--- src/rtl/wcg_pkg.sv ---
package wcg_pkg;

   typedef enum logic [1:0] {
      SHAPE_PULSE = 2'd0,
      SHAPE_SQUARE = 2'd1,
      SHAPE_SPLIT = 2'd2,
      SHAPE_SPARE = 2'd3
   } shape_e;

   function automatic int unsigned wcg_max(input int unsigned a, input int unsigned b);
      return (a > b) ? a : b;
   endfunction

endpackage

--- src/rtl/wcg_cfg_regs.sv ---
module wcg_cfg_regs
   import wcg_pkg::*;
#(
   parameter int unsigned DIV_W = 16
) (
   input  logic             clk,
   input  logic             rst_n,
   input  logic             div_wr_en,
   input  logic [DIV_W-1:0] div_wr_data,
   input  logic             mode_wr_en,
   input  shape_e           mode_wr_data,
   input  logic             load,
   output logic [DIV_W-1:0] act_div,
   output shape_e           act_mode
);

   logic [DIV_W-1:0] shd_div;
   shape_e           shd_mode;

   always_ff @(posedge clk or negedge rst_n) begin
      if (!rst_n) begin
         shd_div  <= '0;
         shd_mode <= SHAPE_PULSE;
      end else begin
         if (div_wr_en)  shd_div  <= div_wr_data;
         if (mode_wr_en) shd_mode <= mode_wr_data;
      end
   end

   always_ff @(posedge clk or negedge rst_n) begin
      if (!rst_n) begin
         act_div  <= '0;
         act_mode <= SHAPE_PULSE;
      end else if (load) begin
         act_div  <= shd_div;
         act_mode <= shd_mode;
      end
   end

   // active settings only move on a load strobe
   a_r7_active_hold: assert property (@(posedge clk) disable iff (!rst_n)
      !load |=> ($stable(act_div) && $stable(act_mode)));

endmodule

--- src/rtl/wcg_phase_decode.sv ---
module wcg_phase_decode
   import wcg_pkg::*;
#(
   parameter int unsigned DIV_W   = 16,
   parameter int unsigned WIDE_W  = 10,
   parameter int unsigned SPLIT_W = 8,
   parameter int unsigned LEN_W   = 10
) (
   input  logic             clk,
   input  logic             rst_n,
   input  logic [DIV_W-1:0] act_div,
   input  shape_e           act_mode,
   output logic [LEN_W-1:0] high_len,
   output logic [LEN_W-1:0] low_len
);

   localparam int unsigned NUM_FIELDS = 2;
   localparam logic [LEN_W-1:0] ONE_LEN = LEN_W'(1);

   logic [LEN_W-1:0] wide_f;
   logic [LEN_W-1:0] lo_byte_f;
   logic [LEN_W-1:0] hi_byte_f;
   logic [LEN_W-1:0] raw_len [NUM_FIELDS];
   logic [LEN_W-1:0] fin_len [NUM_FIELDS];

   assign wide_f    = LEN_W'(act_div[WIDE_W-1:0]);
   assign lo_byte_f = LEN_W'(act_div[SPLIT_W-1:0]);
   assign hi_byte_f = LEN_W'(act_div[2*SPLIT_W-1:SPLIT_W]);

   always_comb begin
      unique case (act_mode)
         SHAPE_SQUARE: begin
            raw_len[0] = wide_f;
            raw_len[1] = wide_f;
         end
         SHAPE_SPLIT: begin
            raw_len[0] = lo_byte_f;
            raw_len[1] = hi_byte_f;
         end
         default: begin
            raw_len[0] = ONE_LEN;
            raw_len[1] = wide_f;
         end
      endcase
   end

   // index 0 is the high phase, index 1 the low phase
   for (genvar gi = 0; gi < NUM_FIELDS; gi++) begin : g_clamp
      assign fin_len[gi] = (raw_len[gi] == '0) ? ONE_LEN : raw_len[gi];
   end

   assign high_len = fin_len[0];
   assign low_len  = fin_len[1];

   // decoded lengths never reach zero
   a_r6_len_nonzero: assert property (@(posedge clk) disable iff (!rst_n)
      (high_len != '0) && (low_len != '0));

endmodule

--- src/rtl/wcg_phase_counter.sv ---
module wcg_phase_counter #(
   parameter int unsigned LEN_W = 10
) (
   input  logic             clk,
   input  logic             rst_n,
   input  logic             tick,
   input  logic             load,
   input  logic [LEN_W-1:0] high_len,
   input  logic [LEN_W-1:0] low_len,
   output logic             wclk,
   output logic             frame_start
);

   logic             running;
   logic             restart_pend;
   logic [LEN_W-1:0] remain;
   logic             last_period;

   assign last_period = (remain <= LEN_W'(1));

   always_ff @(posedge clk or negedge rst_n) begin
      if (!rst_n) begin
         running      <= 1'b0;
         restart_pend <= 1'b0;
         remain       <= '0;
         wclk         <= 1'b0;
         frame_start  <= 1'b0;
      end else begin
         frame_start <= 1'b0;
         if (tick && restart_pend) begin
            running      <= 1'b1;
            restart_pend <= 1'b0;
            wclk         <= 1'b1;
            remain       <= high_len;
            frame_start  <= 1'b1;
         end else if (tick && running) begin
            if (last_period) begin
               if (wclk) begin
                  wclk   <= 1'b0;
                  remain <= low_len;
               end else begin
                  wclk        <= 1'b1;
                  remain      <= high_len;
                  frame_start <= 1'b1;
               end
            end else begin
               remain <= remain - LEN_W'(1);
            end
         end
         if (load) restart_pend <= 1'b1;
      end
   end

   // idle generator keeps the output low
   a_r1_idle_low: assert property (@(posedge clk) disable iff (!rst_n)
      !running |-> (!wclk && !frame_start));

   // no tick, no output change
   a_r9_tick_gated: assert property (@(posedge clk) disable iff (!rst_n)
      !tick |=> ($stable(wclk) && !frame_start));

   // frame start only ever accompanies a high level
   a_r8_start_high: assert property (@(posedge clk) disable iff (!rst_n)
      frame_start |-> wclk);

   // a running counter never holds a zero length
   a_r6_remain_nonzero: assert property (@(posedge clk) disable iff (!rst_n)
      running |-> (remain != '0));

endmodule

--- src/rtl/wclk_frame_gen.sv ---
module wclk_frame_gen
   import wcg_pkg::*;
#(
   parameter int unsigned DIV_W   = 16,
   parameter int unsigned WIDE_W  = 10,
   parameter int unsigned SPLIT_W = 8
) (
   input  logic             clk,
   input  logic             rst_n,
   input  logic             bclk_tick,
   input  logic             div_wr_en,
   input  logic [DIV_W-1:0] div_wr_data,
   input  logic             mode_wr_en,
   input  logic [1:0]       mode_wr_data,
   input  logic             load,
   output logic             wclk,
   output logic             frame_start
);

   localparam int unsigned LEN_W = wcg_max(WIDE_W, SPLIT_W);

   if (WIDE_W > DIV_W) begin : g_bad_wide
      $error("WIDE_W must not exceed DIV_W");
   end
   if (2 * SPLIT_W > DIV_W) begin : g_bad_split
      $error("two SPLIT_W fields must fit in DIV_W");
   end
   if (SPLIT_W == 0 || WIDE_W == 0) begin : g_bad_zero
      $error("field widths must be nonzero");
   end

   logic [DIV_W-1:0] act_div;
   shape_e           act_mode;
   logic [LEN_W-1:0] high_len;
   logic [LEN_W-1:0] low_len;

   wcg_cfg_regs #(.DIV_W(DIV_W)) u_cfg (
      .clk          (clk),
      .rst_n        (rst_n),
      .div_wr_en    (div_wr_en),
      .div_wr_data  (div_wr_data),
      .mode_wr_en   (mode_wr_en),
      .mode_wr_data (shape_e'(mode_wr_data)),
      .load         (load),
      .act_div      (act_div),
      .act_mode     (act_mode)
   );

   wcg_phase_decode #(
      .DIV_W   (DIV_W),
      .WIDE_W  (WIDE_W),
      .SPLIT_W (SPLIT_W),
      .LEN_W   (LEN_W)
   ) u_dec (
      .clk      (clk),
      .rst_n    (rst_n),
      .act_div  (act_div),
      .act_mode (act_mode),
      .high_len (high_len),
      .low_len  (low_len)
   );

   wcg_phase_counter #(.LEN_W(LEN_W)) u_cnt (
      .clk         (clk),
      .rst_n       (rst_n),
      .tick        (bclk_tick),
      .load        (load),
      .high_len    (high_len),
      .low_len     (low_len),
      .wclk        (wclk),
      .frame_start (frame_start)
   );

endmodule

--- config.mk ---
export PLATFORM = sky130hd
export DESIGN_NAME = wclk_frame_gen
export DESIGN_NICKNAME = d
export VERILOG_FILES = /design/src/rtl/wcg_pkg.sv /design/src/rtl/wcg_cfg_regs.sv /design/src/rtl/wcg_phase_decode.sv /design/src/rtl/wcg_phase_counter.sv /design/src/rtl/wclk_frame_gen.sv
export SDC_FILE = /design/constraint.sdc
export NUM_CORES = 1
export LEC_CHECK = 0
export CAP_MARGIN = 10
export CORE_MARGIN = 3
export CORE_UTILIZATION = 45
export DETAILED_ROUTE_END_ITERATION = 8
export PLACE_DENSITY = 0.65
export REMOVE_ABC_BUFFERS = 1
export SLEW_MARGIN = 20
export SYNTH_ARGS = -nofsm -noshare
export SYNTH_HDL_FRONTEND = slang
export SYNTH_HIERARCHICAL = 1
export SYNTH_SLANG_ARGS = --single-unit
--- constraint.sdc ---
create_clock -name clk -period 2.1 [get_ports clk]
set_input_delay 0.63 -clock clk [delete_from_list [all_inputs] [get_ports clk]]
set_output_delay 0.63 -clock clk [all_outputs]
set_load 0.02 [all_outputs]
==> results of run 1 <==
layout by cell type (no fill, tap or decap), drive strengths merged, types with 2 or more instances in the layout:
master and n:
a21oi 10, a22o 8, and2 12, and3 2
buf 22, clkbuf 5, clkdlybuf4s50 24, dfrtp 50
ha 4, inv 6, mux2 38, mux2i 7
nand2 11, nand2b 3, nand3 2, nand4 3
nor2 15, nor3 9, nor4 4, o211ai 2
o21a 3, o21ai 9, o22ai 3, o31ai 6
or2 2, xnor2 3
flip-flops by register name (all words and copies together) (netlist names):
signal              count
u_cnt/wclk              1
u_cnt/frame_start       1
u_cfg/shd_div          16
u_cfg/act_div          16
u_cfg/shd_mode          2
u_cfg/act_mode          2
u_cnt/running           1
u_cnt/remain           10
u_cnt/restart_pend      1
worst max-delay path by stage:
stage	to	slack [ns]	cells past startpoint
floorplan	u_cnt/remain[6]	-0.01	8
global placement	u_cnt/remain[6]	0.03	8
detailed placement	u_cnt/remain[0]	-0.03	8
CTS	u_cnt/remain[6]	0.008	8
global route	u_cnt/remain[6]	-0.02	8
finish	u_cnt/remain[6]	0.06	8
metal layers:
layer / GRT usage / up-vias / wire length, microns
met5: 0 / - / 0
met4: 0.0302 / 0 / 23
met3: 0.0294 / 2 / 208
met2: 0.257 / 42 / 2560
met1: 0.230 / 958 / 2690
li1: - / 971 / -
power breakdown:
part | internal [mW] | switching, mW | leakage (nW)
clock | 0.350 | 0.307 | 0.0542
sequential | 1.13 | 0.188 | 0.592
combinational | 0.687 | 0.625 | 0.844
total | 2.16 | 1.12 | 1.49
timing repair:
action | in CTS | in global routing
endpoints found under the setup margin | 2 | 7
pin swaps | 1 | 8
gates resized for setup | 2 | 13
buffers inserted | 0 | 1
through the flow:
stage | TNS (ns) | worst slack (ns) | utilization
after floorplan | -0.0102 | -0.0102 | -
after global placement | 0 | 0.0257 | 0.539
after detailed placement | -0.0410 | -0.0289 | 0.539
after CTS | 0 | 0.00801 | 0.558
after global routing | -0.0292 | -0.0186 | 0.571
final | 0 | 0.0603 | 0.571
worst register-to-register path: stages, from the launching register on:
cell and delay [ns]:
dfrtp_1 0.42, inv_2 0.08, ha_4 0.19, or2_4 0.27, a22o_1 0.23, mux2_4 0.27
o221ai_4 0.16, a21oi_2 0.04, a221o_1 0.25
cells by family (layout without fill, tap and decap cells):
kind of cell / Yosys count / count (layout) / share of synthesized area
simple gates: 67 / 67 / 0.131
compound gates: 54 / 54 / 0.142
flops: 50 / 50 / 0.448
mux: 45 / 45 / 0.205
buf+inv: 18 / 59 / 0.0475
fa+ha+maj: 4 / 4 / 0.0179
xor+xnor: 3 / 3 / 0.00941
cell type report:
class                           instances  area (sq um)  area share
Clock buffer                            5          68.8      0.0202
Clock inverter                          2          38.8      0.0114
Inverter                                6          22.5     0.00662
Multi-Input combinational cell        173          1490       0.437
Sequential cell                        50          1250       0.368
Tap cell                               75          93.8      0.0276
Timing Repair Buffer                   46           440       0.130
==> key figures, run 1 <==
CTS
  – Worst skew pair latency: 0.30 ns
  – CTS sink count: 50
  – Cts bufs inserted: 5
  – Hold buffer count at CTS: 0
  – Root buf cell: clkbuf_8
  – Clock-pin slew on the worst setup and hold paths: 0.09 ns
  – Max H-tree Level: 2
  – CTS tree: yes
  – Clk buf depth: 2

GRT
  – Antenna violations before repair: 0
  – Vias in the first global route: 1938
  – GR Overflow Total: 0
  – First-pass GRT wire length: 9440 microns
  – Largest net degree at the start of global routing: 31
  – GR Util All Layers: 0.160

STA
  – Final cycle utilization of the critical path: 0.971
  – Worst Skew: 0.0116 ns
  – Pins over their slew limit: 0
  – Final Hold Fails: 0
  – F_max: 490 MHz
  – Final setup vio count: 0
  – Worst Tran Pin Value: 0.568 ns
  – RSZ-0062 raised after global routing: true
  – Slew headroom: 0.618
  – Post-route minimum period: 2.04 ns
  – Hold_ws: 0.296 ns

Die
  – Die Area: 7190 sq um
  – Core box area: 5960 sq um
  – Starting Density: 0.469
  – Die Width: 84.8 microns
  – # rows: 28
  – IO Count: 26
  – Chip Height: 84.8 microns

Critical path
  – Crit-path leading delay family: compound AO/OA/AOI/OAI gates
  – Worst R2R End: u_cnt/remain[6]
  – Beginning of the critical path: u_cfg/act_mode[0]
  – Worst stage delay on the critical path: 0.42 ns
  – Critical Path AT: 2.22 ns
  – Worst path bufs/invs: 1
  – Crit path kind: reg -> reg
  – Critical Path RT: 2.28 ns
  – Setup slack, reg-to-reg: 0.06 ns
  – Endpoint class of the critical path: flip-flop
  – CP Max Fanout: 6
  – Crit-path slowest cell: dfrtp_1
  – R2r worst-path depth: 8
  – Setup crit start kind: flip-flop
  – Crit path cell chain: inv_2, ha_4, or2_4, a22o_1, mux2_4, o221ai_4, a21oi_2, a221o_1
  – RR Startpoint: u_cfg/act_mode[0]

Cells and area
  – Fin area: 3400 sq um
  – Area grow syn2layout: 21.7%
  – Cell Count, Final, Fillers Out: 357
  – Number of antenna diodes: 0
  – Layout Nets: 310
  – Fillers: 522
  – Layout cells sized above 1: 0.301

Routing
  – DR iter-0 viols: 138
  – DR vias: 1973
  – DR WL/cell: 15.4 microns
  – Via/cell ratio: 5.53
  – Drt drc: 0
  – WL final: 5480 microns
  – 1st-pass router iterations: 4
  – ANT nets after route: 0

Synthesis
  – Synth top area share: 0.448
  – Avg Cell Area, Syn: 11.6 sq um
  – Number of synthesized flops with an enable pin: 0
  – FFs w/ async S/R, synth: 1.00
  – Distinct cells, synth: 52
  – Mapped Area: 2790 sq um
  – Syn. warnings: 6
  – Ys flop type: dfrtp_1
  – Most numerous cell in the Yosys netlist: dfrtp_1
  – Cell taking the most area after synthesis: dfrtp_1
  – Flops & latches, synth: 50
  – Register area share after synthesis: 0.448
  – Post-Syn Instances: 241
  – Top cells by count, synth: dfrtp_1, mux2_4, mux2_2
  – Leading post-synthesis cells by cell area: dfrtp_1, mux2_4, mux2_2, and2_1, a22o_1

Placement
  – Detailed Place HPWL: 4160 microns
  – GPL Wtd Cong: 0.841
  – Placed cells: 349
  – Post-DP Area: 3210 sq um
  – I/O Buffers: 25

Pwr
  – Peak VDD IR: 0.499 mV
  – Overall Power: 3.28 mW
  – Pwr per Cell Area: 965 nW/um^2
  – Pleak: 1.49 nW

Run status
  – Outcome: finished clean

Run
  – Max Cap Violations: 0

Worst hold path
  – Worst hold-check path type: in -> async
No activity file was read; power rests on OpenSTA's default activity.
==> run 2: changes to the inputs <==
--- a/config.mk
+++ b/config.mk
@@ -6,7 +6,7 @@
 export NUM_CORES = 1
 export LEC_CHECK = 0
 export CAP_MARGIN = 10
-export CORE_MARGIN = 3
+export CORE_MARGIN = 2
 export CORE_UTILIZATION = 45
 export DETAILED_ROUTE_END_ITERATION = 8
 export PLACE_DENSITY = 0.65
==> run 2 against run 1 <==
Die area is 4.7% lower. Worst setup slack gained 0.026 ns. First-iteration DRC count fell by 2.9%. Clock skew down 0.0073 ns.
==> key figures, run 2 (same netlist as run 1, synthesis figures left out) <==
Critical path
  – Critical Path RT: 2.31 ns (+0.03 ns)
  – Endpoint class of the critical path: flip-flop
  – CP Max Fanout: 5 (-1)
  – Setup crit start kind: flip-flop
  – Worst stage delay on the critical path: 0.41 ns (about the same)
  – Crit-path leading delay family: compound AO/OA/AOI/OAI gates
  – Worst path bufs/invs: 1 (unchanged)
  – Critical Path AT: 2.22 ns (about the same)
  – Crit-path slowest cell: dfrtp_1
  – Crit path cell chain: inv_2, ha_4, or2_4, a22o_1, mux2_2, o221ai_1, a21oi_1, a221o_1
  – Crit path kind: reg -> reg

Routing
  – Drt drc: 0 (unchanged)
  – Via/cell ratio: 5.43 (-1.7%)
  – DR WL/cell: 15.3 microns (-0.11%)
  – DR iter-0 viols: 134 (-2.9%)
  – WL final: 5520 microns (+0.73%)
  – ANT nets after route: 0 (unchanged)
  – 1st-pass router iterations: 4 (unchanged)
  – DR vias: 1956 (-0.86%)

Pwr
  – Int Power: 2.04 mW (-5.7%)
  – Pwr per Cell Area: 943 nW/um^2 (-2.3%)
  – Switch share: 0.355 (+0.0143)
  – Pleak: 1.48 nW (-0.58%)
  – Clock share of power: 0.184 (-0.016)
  – Peak VDD IR: 0.557 mV (+12%)
  – Psw: 1.12 mW (+0.40%)
  – Sequential Power Share: 0.410 (+0.010)
  – Combinational fraction of design power: 0.405 (+0.005)

Die
  – Core box area: 5960 sq um (unchanged)
  – Starting Density: 0.469 (unchanged)
  – Die Area: 6860 sq um (-4.7%)
  – Die Width: 82.8 microns (-2.4%)
  – IO Count: 26 (unchanged)
  – Chip Height: 82.8 microns (-2.4%)
  – # rows: 28 (unchanged)

STA
  – Worst Skew: 0.00434 ns (-0.00730 ns)
  – RSZ-0062 raised after global routing: false
  – Final Hold Fails: 0 (unchanged)
  – Pins over their slew limit: 0 (unchanged)
  – Setup TNS: 0 ns (unchanged)
  – Worst Tran Pin Value: 0.526 ns (-0.0423 ns)
  – Final setup vio count: 0 (unchanged)
  – Slew headroom: 0.646 (+0.0285)
  – Final cycle utilization of the critical path: 0.959 (-0.0125)
  – Post-route minimum period: 2.01 ns (-0.0263 ns)
  – F_max: 497 MHz (+1.3%)

CTS
  – Clock-pin slew on the worst setup and hold paths: 0.10 ns (about the same)
  – Clk buf depth: 2 (unchanged)
  – Hold buffer count at CTS: 0 (unchanged)
  – Max H-tree Level: 2 (unchanged)
  – Cts bufs inserted: 5 (unchanged)
  – Root buf cell: clkbuf_8
  – CTS tree: yes
  – CTS sink count: 50 (unchanged)
  – Worst skew pair latency: 0.31 ns (about the same)

Worst hold path
  – Worst hold-check path type: in -> async

Cells and area
  – Number of antenna diodes: 0 (unchanged)
  – Util after Layout: 0.563 (-0.00798)
  – Area grow syn2layout: 20.0%
  – Most common cell after layout, fill and taps aside: dfrtp_1
  – Layout Nets: 313 (+0.97%)
  – Cell Count, Final, Fillers Out: 360 (+0.84%)
  – Layout cells sized above 1: 0.288 (-0.0137)
  – Commonest non-fill, non-tap cells in the layout: dfrtp_1, clkdlybuf4s50_1, buf_4
  – Fillers: 547 (+4.8%)
  – Biggest regs: u_cfg/act_div x16, u_cfg/shd_div x16, u_cnt/remain x10

GRT
  – GR Overflow Total: 0 (unchanged)
  – Largest net degree at the start of global routing: 51 (+65%)
  – Antenna violations before repair: 0 (unchanged)
  – Vias in the first global route: 1858 (-4.1%)
  – GR Util All Layers: 0.180 (+0.0198)
  – First-pass GRT wire length: 9200 microns (-2.5%)

Placement
  – Detailed Place HPWL: 4120 microns (-1.1%)
  – I/O Buffers: 25 (unchanged)
  – GPL Wtd Cong: 0.832 (-1.0%)
  – Placed cells: 352 (+0.86%)

Run
  – Max Cap Violations: 0 (unchanged)

Run status
  – Outcome: finished clean
[run 2: changes by cell type in the layout (fill, tap and decap cells not counted), moves of 2 or more]
cell,change
nor2_4,-2
inv_6,+2
buf_4,+3
nor2_1,+2
[run 2: final timing paths]
| check | end | cells after the start | from | slack [ns] |
|---|---|---|---|---|
| max | u_cnt/remain[6] | 8 | u_cfg/act_mode[0] | 0.09 |
| min | u_cnt/remain[0] | 2 | rst_n | 0.28 |
| max reg2reg | u_cnt/remain[6] | 8 | u_cfg/act_mode[0] | 0.09 |
| min reg2reg | u_cfg/shd_div[15] | 1 | u_cfg/shd_div[15] | 0.51 |
| max in group asynchronous | u_cfg/shd_div[10] | 2 | rst_n | 1.58 |
| min in group clk | u_cfg/shd_div[15] | 1 | u_cfg/shd_div[15] | 0.51 |
[run 2: worst reg2reg max path: stages, from the launching register on]
cell and delay (ns):
dfrtp_1 0.41, inv_2 0.08, ha_4 0.20, or2_4 0.26
a22o_1 0.23, mux2_2 0.26, o221ai_1 0.15, a21oi_1 0.06
a221o_1 0.26
[run 2: cell type report]
cell class / instances / area [sq um] / area share
Sequential cell: 50 / 1250 / 0.373
Clock inverter: 2 / 17.5 / 0.00522
Timing Repair Buffer: 49 / 463 / 0.138
Multi-Input combinational cell: 173 / 1440 / 0.428
Clock buffer: 5 / 68.8 / 0.0205
Inverter: 6 / 22.5 / 0.00672
Tap cell: 75 / 93.8 / 0.0280
[run 2: power groups by stage]
stage	Combinational, mW	Clock, mW	Sequential, mW
finish	1.28	0.583	1.30
global route	1.40	0.644	1.33
CTS	1.25	0.598	1.30
detailed placement	1.24	0	1.32
global placement	1.22	0	1.31
floorplan	0.789	0	1.32
[run 2: timing repair]
item | in CTS | in global routing
gates resized for setup | 1 | 4
pin swaps | 0 | 2
setup buffers | 0 | 1
endpoints found under the setup margin | 2 | 6
[run 2: stage by stage]
| step | cell area [sq um] | total power, mW | worst slack [ns] | hold WS [ns] |
|---|---|---|---|---|
| global route | 3350 | 3.37 | 0.0128 | 0.309 |
| detailed placement | 3230 | 2.56 | 0.00250 | 0.492 |
| CTS | 3320 | 3.15 | 0.00474 | 0.298 |
| floorplan | 2680 | 2.11 | -0.0102 | 0.334 |
| finish | 3350 | 3.16 | 0.0866 | 0.277 |
| global placement | 3230 | 2.54 | 0.0367 | 0.486 |
[run 2: per-layer routing]
layer  routed length (microns)  share of wire  track usage
met5                         0              0            0
met4                        68          0.012       0.0541
met3                       218          0.039       0.0390
met2                      2500           0.45        0.277
met1                      2730           0.50        0.256
==> run 3: changes to the inputs <==
--- a/config.mk
+++ b/config.mk
@@ -11,6 +11,7 @@
 export DETAILED_ROUTE_END_ITERATION = 8
 export PLACE_DENSITY = 0.65
 export REMOVE_ABC_BUFFERS = 1
+export SKIP_LAST_GASP = 1
 export SLEW_MARGIN = 20
 export SYNTH_ARGS = -nofsm -noshare
 export SYNTH_HDL_FRONTEND = slang
==> results of run 3 <==
Same layout as run 2: the final DEF is identical, and so are final timing and power.
